[config.mk]
export PLATFORM = sky130hd
export DESIGN_NAME = i2c_slave_status
export DESIGN_NICKNAME = d
export VERILOG_FILES = /design/src/rtl/i2cst_pkg.sv /design/src/rtl/i2cst_sync.sv /design/src/rtl/i2cst_cond.sv /design/src/rtl/i2cst_bitctr.sv /design/src/rtl/i2c_slave_status.sv
export SDC_FILE = /design/constraint.sdc
export NUM_CORES = 1
export LEC_CHECK = 0
export BUFFER_PORTS_ARGS = -buffer_cell sky130_fd_sc_hd__clkbuf_2
export CAP_MARGIN = 20
export CORE_ASPECT_RATIO = 0.8
export CORE_MARGIN = 2
export CORE_UTILIZATION = 39
export DETAILED_ROUTE_END_ITERATION = 10
export SLEW_MARGIN = 20
export SYNTH_ARGS = -nofsm -noshare
export SYNTH_HDL_FRONTEND = slang
export SYNTH_SLANG_ARGS = --single-unit
[constraint.sdc]
create_clock -name clk_i -period 4.44 [get_ports clk_i]
set_input_delay 0.444 -clock clk_i [delete_from_list [all_inputs] [get_ports clk_i]]
set_output_delay 0.444 -clock clk_i [all_outputs]
set_load 0.01 [all_outputs]
[src/rtl/i2cst_pkg.sv]
package i2cst_pkg;
  localparam int unsigned BYTE_W       = 8;
  localparam int unsigned ADDR_W       = 10;
  localparam int unsigned MODE_W       = 2;
  localparam int unsigned MODE_TEN_BIT = 0;
  localparam int unsigned MODE_EVT     = 1;
  localparam logic [4:0]  TEN_TAG      = 5'b11110;

  typedef enum logic [2:0] {
    ST_IDLE,
    ST_ADDR,
    ST_ADDR2,
    ST_WRITE,
    ST_READ
  } state_e;
endpackage

[src/rtl/i2cst_sync.sv]
module i2cst_sync #(
  parameter int unsigned WIDTH  = 2,
  parameter int unsigned STAGES = 2
) (
  input  logic             clk_i,
  input  logic             rst_ni,
  input  logic [WIDTH-1:0] d_i,
  output logic [WIDTH-1:0] q_o
);
  for (genvar g = 0; g < WIDTH; g++) begin : g_bit
    logic [STAGES-1:0] pipe_q;
    always_ff @(posedge clk_i or negedge rst_ni) begin
      if (!rst_ni) pipe_q <= '1;  // idle bus is high
      else         pipe_q <= {pipe_q[STAGES-2:0], d_i[g]};
    end
    assign q_o[g] = pipe_q[STAGES-1];
  end
endmodule

[src/rtl/i2cst_cond.sv]
module i2cst_cond (
  input  logic clk_i,
  input  logic rst_ni,
  input  logic scl_i,
  input  logic sda_i,
  output logic start_o,
  output logic stop_o,
  output logic scl_rise_o,
  output logic scl_fall_o
);
  logic scl_q, sda_q;

  always_ff @(posedge clk_i or negedge rst_ni) begin
    if (!rst_ni) begin
      scl_q <= 1'b1;
      sda_q <= 1'b1;
    end else begin
      scl_q <= scl_i;
      sda_q <= sda_i;
    end
  end

  assign start_o    = scl_i & scl_q & sda_q & ~sda_i;
  assign stop_o     = scl_i & scl_q & ~sda_q & sda_i;
  assign scl_rise_o = scl_i & ~scl_q;
  assign scl_fall_o = ~scl_i & scl_q;
endmodule

[src/rtl/i2cst_bitctr.sv]
module i2cst_bitctr #(
  parameter int unsigned BYTE_W = 8
) (
  input  logic              clk_i,
  input  logic              rst_ni,
  input  logic              clear_i,
  input  logic              scl_rise_i,
  input  logic              sda_i,
  output logic              byte_done_o,
  output logic [BYTE_W-1:0] byte_o,
  output logic              ack_slot_o,
  output logic              ninth_rise_o
);
  localparam int unsigned CNT_W = $clog2(BYTE_W + 1);

  logic [CNT_W-1:0]  cnt_q;
  logic [BYTE_W-2:0] sh_q;

  always_ff @(posedge clk_i or negedge rst_ni) begin
    if (!rst_ni) begin
      cnt_q <= '0;
      sh_q  <= '0;
    end else if (clear_i) begin
      cnt_q <= '0;
    end else if (scl_rise_i) begin
      if (cnt_q == CNT_W'(BYTE_W)) begin
        cnt_q <= '0;
      end else begin
        cnt_q <= cnt_q + 1'b1;
        sh_q  <= {sh_q[BYTE_W-3:0], sda_i};
      end
    end
  end

  assign byte_o       = {sh_q, sda_i};
  assign byte_done_o  = scl_rise_i & ~clear_i & (cnt_q == CNT_W'(BYTE_W - 1));
  assign ack_slot_o   = (cnt_q == CNT_W'(BYTE_W));
  assign ninth_rise_o = scl_rise_i & ~clear_i & ack_slot_o;
endmodule

[src/rtl/i2c_slave_status.sv]
module i2c_slave_status
  import i2cst_pkg::*;
#(
  parameter int unsigned SYNC_STAGES = 2
) (
  input  logic              clk_i,
  input  logic              rst_ni,
  input  logic              en_i,
  input  logic [MODE_W-1:0] mode_i,
  input  logic [ADDR_W-1:0] own_addr_i,
  input  logic              clk_release_i,
  input  logic              rd_i,
  input  logic              ov_clr_i,
  input  logic              addr_load_i,
  input  logic              scl_i,
  input  logic              sda_i,
  output logic              scl_hold_low_o,
  output logic              sda_low_o,
  output logic [BYTE_W-1:0] rx_data_o,
  output logic              buf_full_o,
  output logic              overflow_o,
  output logic              start_seen_o,
  output logic              stop_seen_o,
  output logic              data_addr_o,
  output logic              rw_o,
  output logic              upd_addr_o,
  output logic              irq_o
);
  logic [1:0] sync_q;
  logic scl_s, sda_s;
  logic start_det, stop_det, scl_rise, scl_fall;
  logic byte_done, ack_slot, ninth_rise;
  logic [BYTE_W-1:0] byte_w;

  i2cst_sync #(.WIDTH(2), .STAGES(SYNC_STAGES)) u_sync (
    .clk_i, .rst_ni, .d_i({scl_i, sda_i}), .q_o(sync_q)
  );
  assign scl_s = sync_q[1];
  assign sda_s = sync_q[0];

  i2cst_cond u_cond (
    .clk_i, .rst_ni, .scl_i(scl_s), .sda_i(sda_s),
    .start_o(start_det), .stop_o(stop_det),
    .scl_rise_o(scl_rise), .scl_fall_o(scl_fall)
  );

  i2cst_bitctr #(.BYTE_W(BYTE_W)) u_bits (
    .clk_i, .rst_ni,
    .clear_i(start_det | stop_det | ~en_i),
    .scl_rise_i(scl_rise), .sda_i(sda_s),
    .byte_done_o(byte_done), .byte_o(byte_w),
    .ack_slot_o(ack_slot), .ninth_rise_o(ninth_rise)
  );

  state_e state_q, nxt_state;
  logic ten_full_q, ack_pend_q;
  logic ten_bit, evt_irq;
  logic hit, hit_first, is_data, set_ua, reading, do_load, do_ovf, do_ack;
  logic addr7_hit, hi_hit, lo_hit;

  assign ten_bit   = mode_i[MODE_TEN_BIT];
  assign evt_irq   = mode_i[MODE_EVT];
  assign addr7_hit = byte_w[BYTE_W-1:1] == own_addr_i[6:0];
  assign hi_hit    = (byte_w[7:3] == TEN_TAG) && (byte_w[2:1] == own_addr_i[9:8]);
  assign lo_hit    = byte_w == own_addr_i[7:0];

  // byte decision, evaluated on the rising edge that completes a byte
  always_comb begin
    hit       = 1'b0;
    is_data   = 1'b0;
    set_ua    = 1'b0;
    nxt_state = ST_IDLE;
    unique case (state_q)
      ST_ADDR: begin
        if (!ten_bit && addr7_hit) begin
          hit = 1'b1;
          nxt_state = byte_w[0] ? ST_READ : ST_WRITE;
        end else if (ten_bit && hi_hit && !byte_w[0]) begin
          hit = 1'b1; set_ua = 1'b1; nxt_state = ST_ADDR2;
        end else if (ten_bit && hi_hit && byte_w[0] && ten_full_q) begin
          hit = 1'b1; nxt_state = ST_READ;
        end
      end
      ST_ADDR2: if (lo_hit) begin
        hit = 1'b1; set_ua = 1'b1; nxt_state = ST_WRITE;
      end
      ST_WRITE: begin hit = 1'b1; is_data = 1'b1; nxt_state = ST_WRITE; end
      ST_READ:  nxt_state = ST_READ;
      default:  nxt_state = ST_IDLE;
    endcase
  end

  assign hit_first = hit && (state_q == ST_ADDR);
  assign reading   = (state_q == ST_READ) || (nxt_state == ST_READ);
  assign do_load   = byte_done && hit && !buf_full_o;
  assign do_ovf    = byte_done && hit && buf_full_o && !reading;
  assign do_ack    = hit && (!is_data || !buf_full_o);

  always_ff @(posedge clk_i or negedge rst_ni) begin
    if (!rst_ni) begin
      state_q      <= ST_IDLE;
      ten_full_q   <= 1'b0;
      ack_pend_q   <= 1'b0;
      sda_low_o    <= 1'b0;
      rx_data_o    <= '0;
      buf_full_o   <= 1'b0;
      overflow_o   <= 1'b0;
      start_seen_o <= 1'b0;
      stop_seen_o  <= 1'b0;
      data_addr_o  <= 1'b0;
      rw_o         <= 1'b0;
      upd_addr_o   <= 1'b0;
      irq_o        <= 1'b0;
    end else if (!en_i) begin
      state_q      <= ST_IDLE;
      ten_full_q   <= 1'b0;
      ack_pend_q   <= 1'b0;
      sda_low_o    <= 1'b0;
      start_seen_o <= 1'b0;
      stop_seen_o  <= 1'b0;
      rw_o         <= 1'b0;
      upd_addr_o   <= 1'b0;
      irq_o        <= 1'b0;
    end else begin
      irq_o <= 1'b0;
      if (rd_i)        buf_full_o <= 1'b0;
      if (ov_clr_i)    overflow_o <= 1'b0;
      if (addr_load_i) upd_addr_o <= 1'b0;
      if (start_det) begin
        start_seen_o <= 1'b1;
        stop_seen_o  <= 1'b0;
        rw_o         <= 1'b0;
        state_q      <= ST_ADDR;
        sda_low_o    <= 1'b0;
        ack_pend_q   <= 1'b0;
        irq_o        <= evt_irq;
      end else if (stop_det) begin
        stop_seen_o  <= 1'b1;
        start_seen_o <= 1'b0;
        rw_o         <= 1'b0;
        ten_full_q   <= 1'b0;
        state_q      <= ST_IDLE;
        sda_low_o    <= 1'b0;
        ack_pend_q   <= 1'b0;
        irq_o        <= evt_irq;
      end else begin
        if (scl_fall && ack_slot && ack_pend_q) begin
          sda_low_o  <= 1'b1;
          ack_pend_q <= 1'b0;
        end else if (scl_fall && !ack_slot) begin
          sda_low_o  <= 1'b0;
        end
        // master leaves SDA high in the ninth clock of a read byte
        if (ninth_rise && state_q == ST_READ && sda_s) begin
          rw_o    <= 1'b0;
          state_q <= ST_IDLE;
        end
        if (byte_done) begin
          state_q    <= nxt_state;
          ack_pend_q <= do_ack;
          if (hit_first)   rw_o        <= byte_w[0];
          if (hit)         data_addr_o <= is_data;
          if (set_ua)      upd_addr_o  <= 1'b1;
          if (state_q == ST_ADDR2) ten_full_q <= lo_hit;
          if (do_load) begin
            rx_data_o  <= byte_w;
            buf_full_o <= 1'b1;
            irq_o      <= 1'b1;
          end
          if (do_ovf) begin
            overflow_o <= 1'b1;
            irq_o      <= 1'b1;
          end
        end
      end
    end
  end

  assign scl_hold_low_o = en_i & ~clk_release_i;

  a_r1_start_stop_excl: assert property (@(posedge clk_i) disable iff (!rst_ni)
    !(start_seen_o && stop_seen_o));
  a_r1_disable_clears: assert property (@(posedge clk_i) disable iff (!rst_ni)
    !en_i |=> (!start_seen_o && !stop_seen_o));
  a_r2_ack_in_transfer: assert property (@(posedge clk_i) disable iff (!rst_ni)
    $rose(sda_low_o) |-> (state_q != ST_IDLE && state_q != ST_ADDR));
  a_r3_full_after_load: assert property (@(posedge clk_i) disable iff (!rst_ni)
    do_load |=> buf_full_o);
  a_r4_overflow_sticky: assert property (@(posedge clk_i) disable iff (!rst_ni)
    (overflow_o && !ov_clr_i) |=> overflow_o);
  a_r7_rw_clear_on_stop: assert property (@(posedge clk_i) disable iff (!rst_ni)
    (en_i && stop_det) |=> !rw_o);
  a_r8_ua_only_ten_bit: assert property (@(posedge clk_i) disable iff (!rst_ni)
    $rose(upd_addr_o) |-> $past(ten_bit));
endmodule

==> metrics.txt <==
max incr delay on CP 730 ps; post-layout util 0.467; fin crit period 2290 ps; Fin Clk Skew 5.47 ps; HP Class in -> reg; #FFs+latches synth 39; CTS H-tree depth 2; critical path class reg -> reg; status completed; YS warnings 0; Skew-Pair Late Insertion Delay 290 ps; synthesized instance count 207; syn avg cell area 10.4 um^2; crit path launch type flip-flop; critical path data arrival time roughly 2500 ps; FF-to-FF path depth 7; Worst-path clk slew 80 ps; Net count, final 268; vias in the first global route 1541; Boundary Pins 39; instance count on the critical path 7; Area Growth Syn to Fin 16.8%; Leak Pwr 1.15 nW; reg2reg setup slack 2150 ps; Final Setup Violations 0; commonest non-fill, non-tap cell in the layout clkbuf_2; slowest cell on the critical path dfstp_2; final slew viol count 0; P per Cell Area 382 nW/um^2; clk sinks 39; # hold bufs at CTS 0; reg2reg end data_addr_o$_DFFE_PN0P_; layout cells sized above 1 0.333; required time of the critical path 4620 ps; initial core utilization 0.400; vias per cell 5.43; Syn Std Cell Area 2150 um^2; antenna cells 0; critical-path cell list xor2_1 > nor4_2 > a21oi_2 > nor3_2 > a311oi_2 > buf_4 > a32o_1; Worst setup EP type flip-flop; DRC viols 0; first-pass GRT wire length between 7000 and 8000 um; CTS tree done; DRT antenna net count 0; vias 1690; initial DRC count 153; antenna violations before repair 0; post-CTS setup buffer count 0; delay-heaviest family, CP flip-flops; Die Area 6120 um^2; Post-synth EDFFs 0; Rel. slew slack 0.412; CP Launch Point u_sync.g_bit[0].pipe_q[1]$_DFF_PN1_; Total GRT Usage 0.160; post-cts sizing count 0; asr flop ratio synth 1.00; Rows 24; number of buffers created by CTS 5; max-cap violation count 0; VDD IR max 0.000215 V; Final period util 0.517; RSZ-0062 raised after global routing false; fmax 436 MHz; clock buffer depth 2; Die Y 70.4 um; grt total ovfl 0; most frequent cells in the layout clkbuf_2, dfrtp_1, nand2_1; ys flop type dfrtp_1; die width 87.0 um; Slew @ Worst Pin 882 ps; CP Buf/Inv Count 1; core area 5380 um^2; drt pass-1 iters 4; Seq/Total Area, Yosys 0.458; FF-to-FF Start u_sync.g_bit[0].pipe_q[1]$_DFF_PN1_; Sum Neg Setup Slack 0 ps; worst-path fanout max 16; largest net degree at the start of global routing 40; WL/cell 14.9 um; final hold violation count 0; Yosys cell types 51; capture point of the critical path data_addr_o$_DFFE_PN0P_; Placer Congestion around 0.86; root buffer cell clkbuf_8; post-DP HPWL approximately 3400 um; syn nets 230; final wirelength 4640 um; port buffer count 38
Yosys cell counts (4+ instances only):
master | count | area share
nand3_1 | 6 | 0.014
o21ai_2 | 9 | 0.037
xor2_1 | 12 | 0.049
inv_1 | 5 | 0.0087
mux2_2 | 7 | 0.037
xnor2_1 | 7 | 0.029
o2111ai_1 | 8 | 0.033
buf_2 | 4 | 0.0093
nand2_1 | 25 | 0.044
nor2_1 | 10 | 0.017
a21oi_1 | 5 | 0.012
dfstp_2 | 6 | 0.073
dfrtp_1 | 33 | 0.38
o21ai_0 | 11 | 0.026
layer usage:
| metal | global-route usage | share of wire | vias up |
|---|---|---|---|
| met5 | 0 | 0 | - |
| met4 | 0.0417 | 0.0078 | 0 |
| met1 | 0.254 | 0.52 | 821 |
| met2 | 0.207 | 0.43 | 39 |
| li1 | - | - | 828 |
| met3 | 0.0496 | 0.047 | 2 |
kinds of logic (layout without fill, tap and decap cells):
family | after synthesis | count (layout) | share of synthesized area
AND/OR/NAND/NOR | 73 | 73 | 0.202
AO/OA/AOI/OAI | 53 | 53 | 0.181
multiplexers | 7 | 7 | 0.0367
XOR/XNOR | 19 | 19 | 0.0775
flip-flops | 39 | 39 | 0.458
buffers and inverters | 14 | 53 | 0.0338
adder cells (fa/ha/maj) | 2 | 2 | 0.0116
how the worst min path moves through the flow:
stage | start | end | slack [ps] | depth (start not counted)
after detailed placement | u_sync.g_bit[1].pipe_q[0]$_DFF_PN1_ | u_sync.g_bit[1].pipe_q[1]$_DFF_PN1_ | 350 | 0
after floorplan | rst_ni | ack_pend_q$_DFFE_PN0P_ | 150 | 0
after global placement | u_sync.g_bit[0].pipe_q[0]$_DFF_PN1_ | u_sync.g_bit[0].pipe_q[1]$_DFF_PN1_ | 350 | 0
final | scl_i | u_sync.g_bit[1].pipe_q[0]$_DFF_PN1_ | 230 | 1
after CTS | scl_i | u_sync.g_bit[1].pipe_q[0]$_DFF_PN1_ | 220 | 1
after global routing | scl_i | u_sync.g_bit[1].pipe_q[0]$_DFF_PN1_ | 210 | 1
power breakdown:
part / leakage, nW / switching (W) / internal (W) / total, W
combinational: 0.578 / 0.0000819 / 0.0000762 / 0.000158
sequential: 0.510 / 0.0000634 / 0.000390 / 0.000453
clock: 0.0654 / 0.000123 / 0.000225 / 0.000348
total: 1.15 / 0.000269 / 0.000691 / 0.000959
flip-flops by register name, indices dropped and copies added (netlist names), 3 cells and up:
name                 flops
rx_data_o                8
state_q                  3
u_bits.cnt_q             4
u_bits.sh_q              7
u_sync.g_bit.pipe_q      4
stage by stage:
| stage | setup WS (ps) | total power, W | area, um^2 | hold WS [ps] | std cells |
|---|---|---|---|---|---|
| after global routing | 1990 | 0.00101 | 2510 | 212 | 311 |
| after detailed placement | 2160 | 0.000618 | 2380 | 347 | 303 |
| after CTS | 2140 | 0.000969 | 2510 | 223 | 311 |
| final | 2150 | 0.000959 | 2510 | 231 | 311 |
| after global placement | 2190 | 0.000617 | 2380 | 347 | 303 |
| after floorplan | 2440 | 0.000564 | 2150 | 148 | 207 |
cell type report:
class / count / area, um^2
fill: 533 / 2870
multi-input combinational: 154 / 1090
sequential: 39 / 983
timing repair buffer: 39 / 198
tap: 65 / 81.3
clock buffer: 6 / 72.6
clock inverter: 2 / 60.1
inverter: 6 / 22.5
Note: power is estimated with default switching activity, not from simulation.
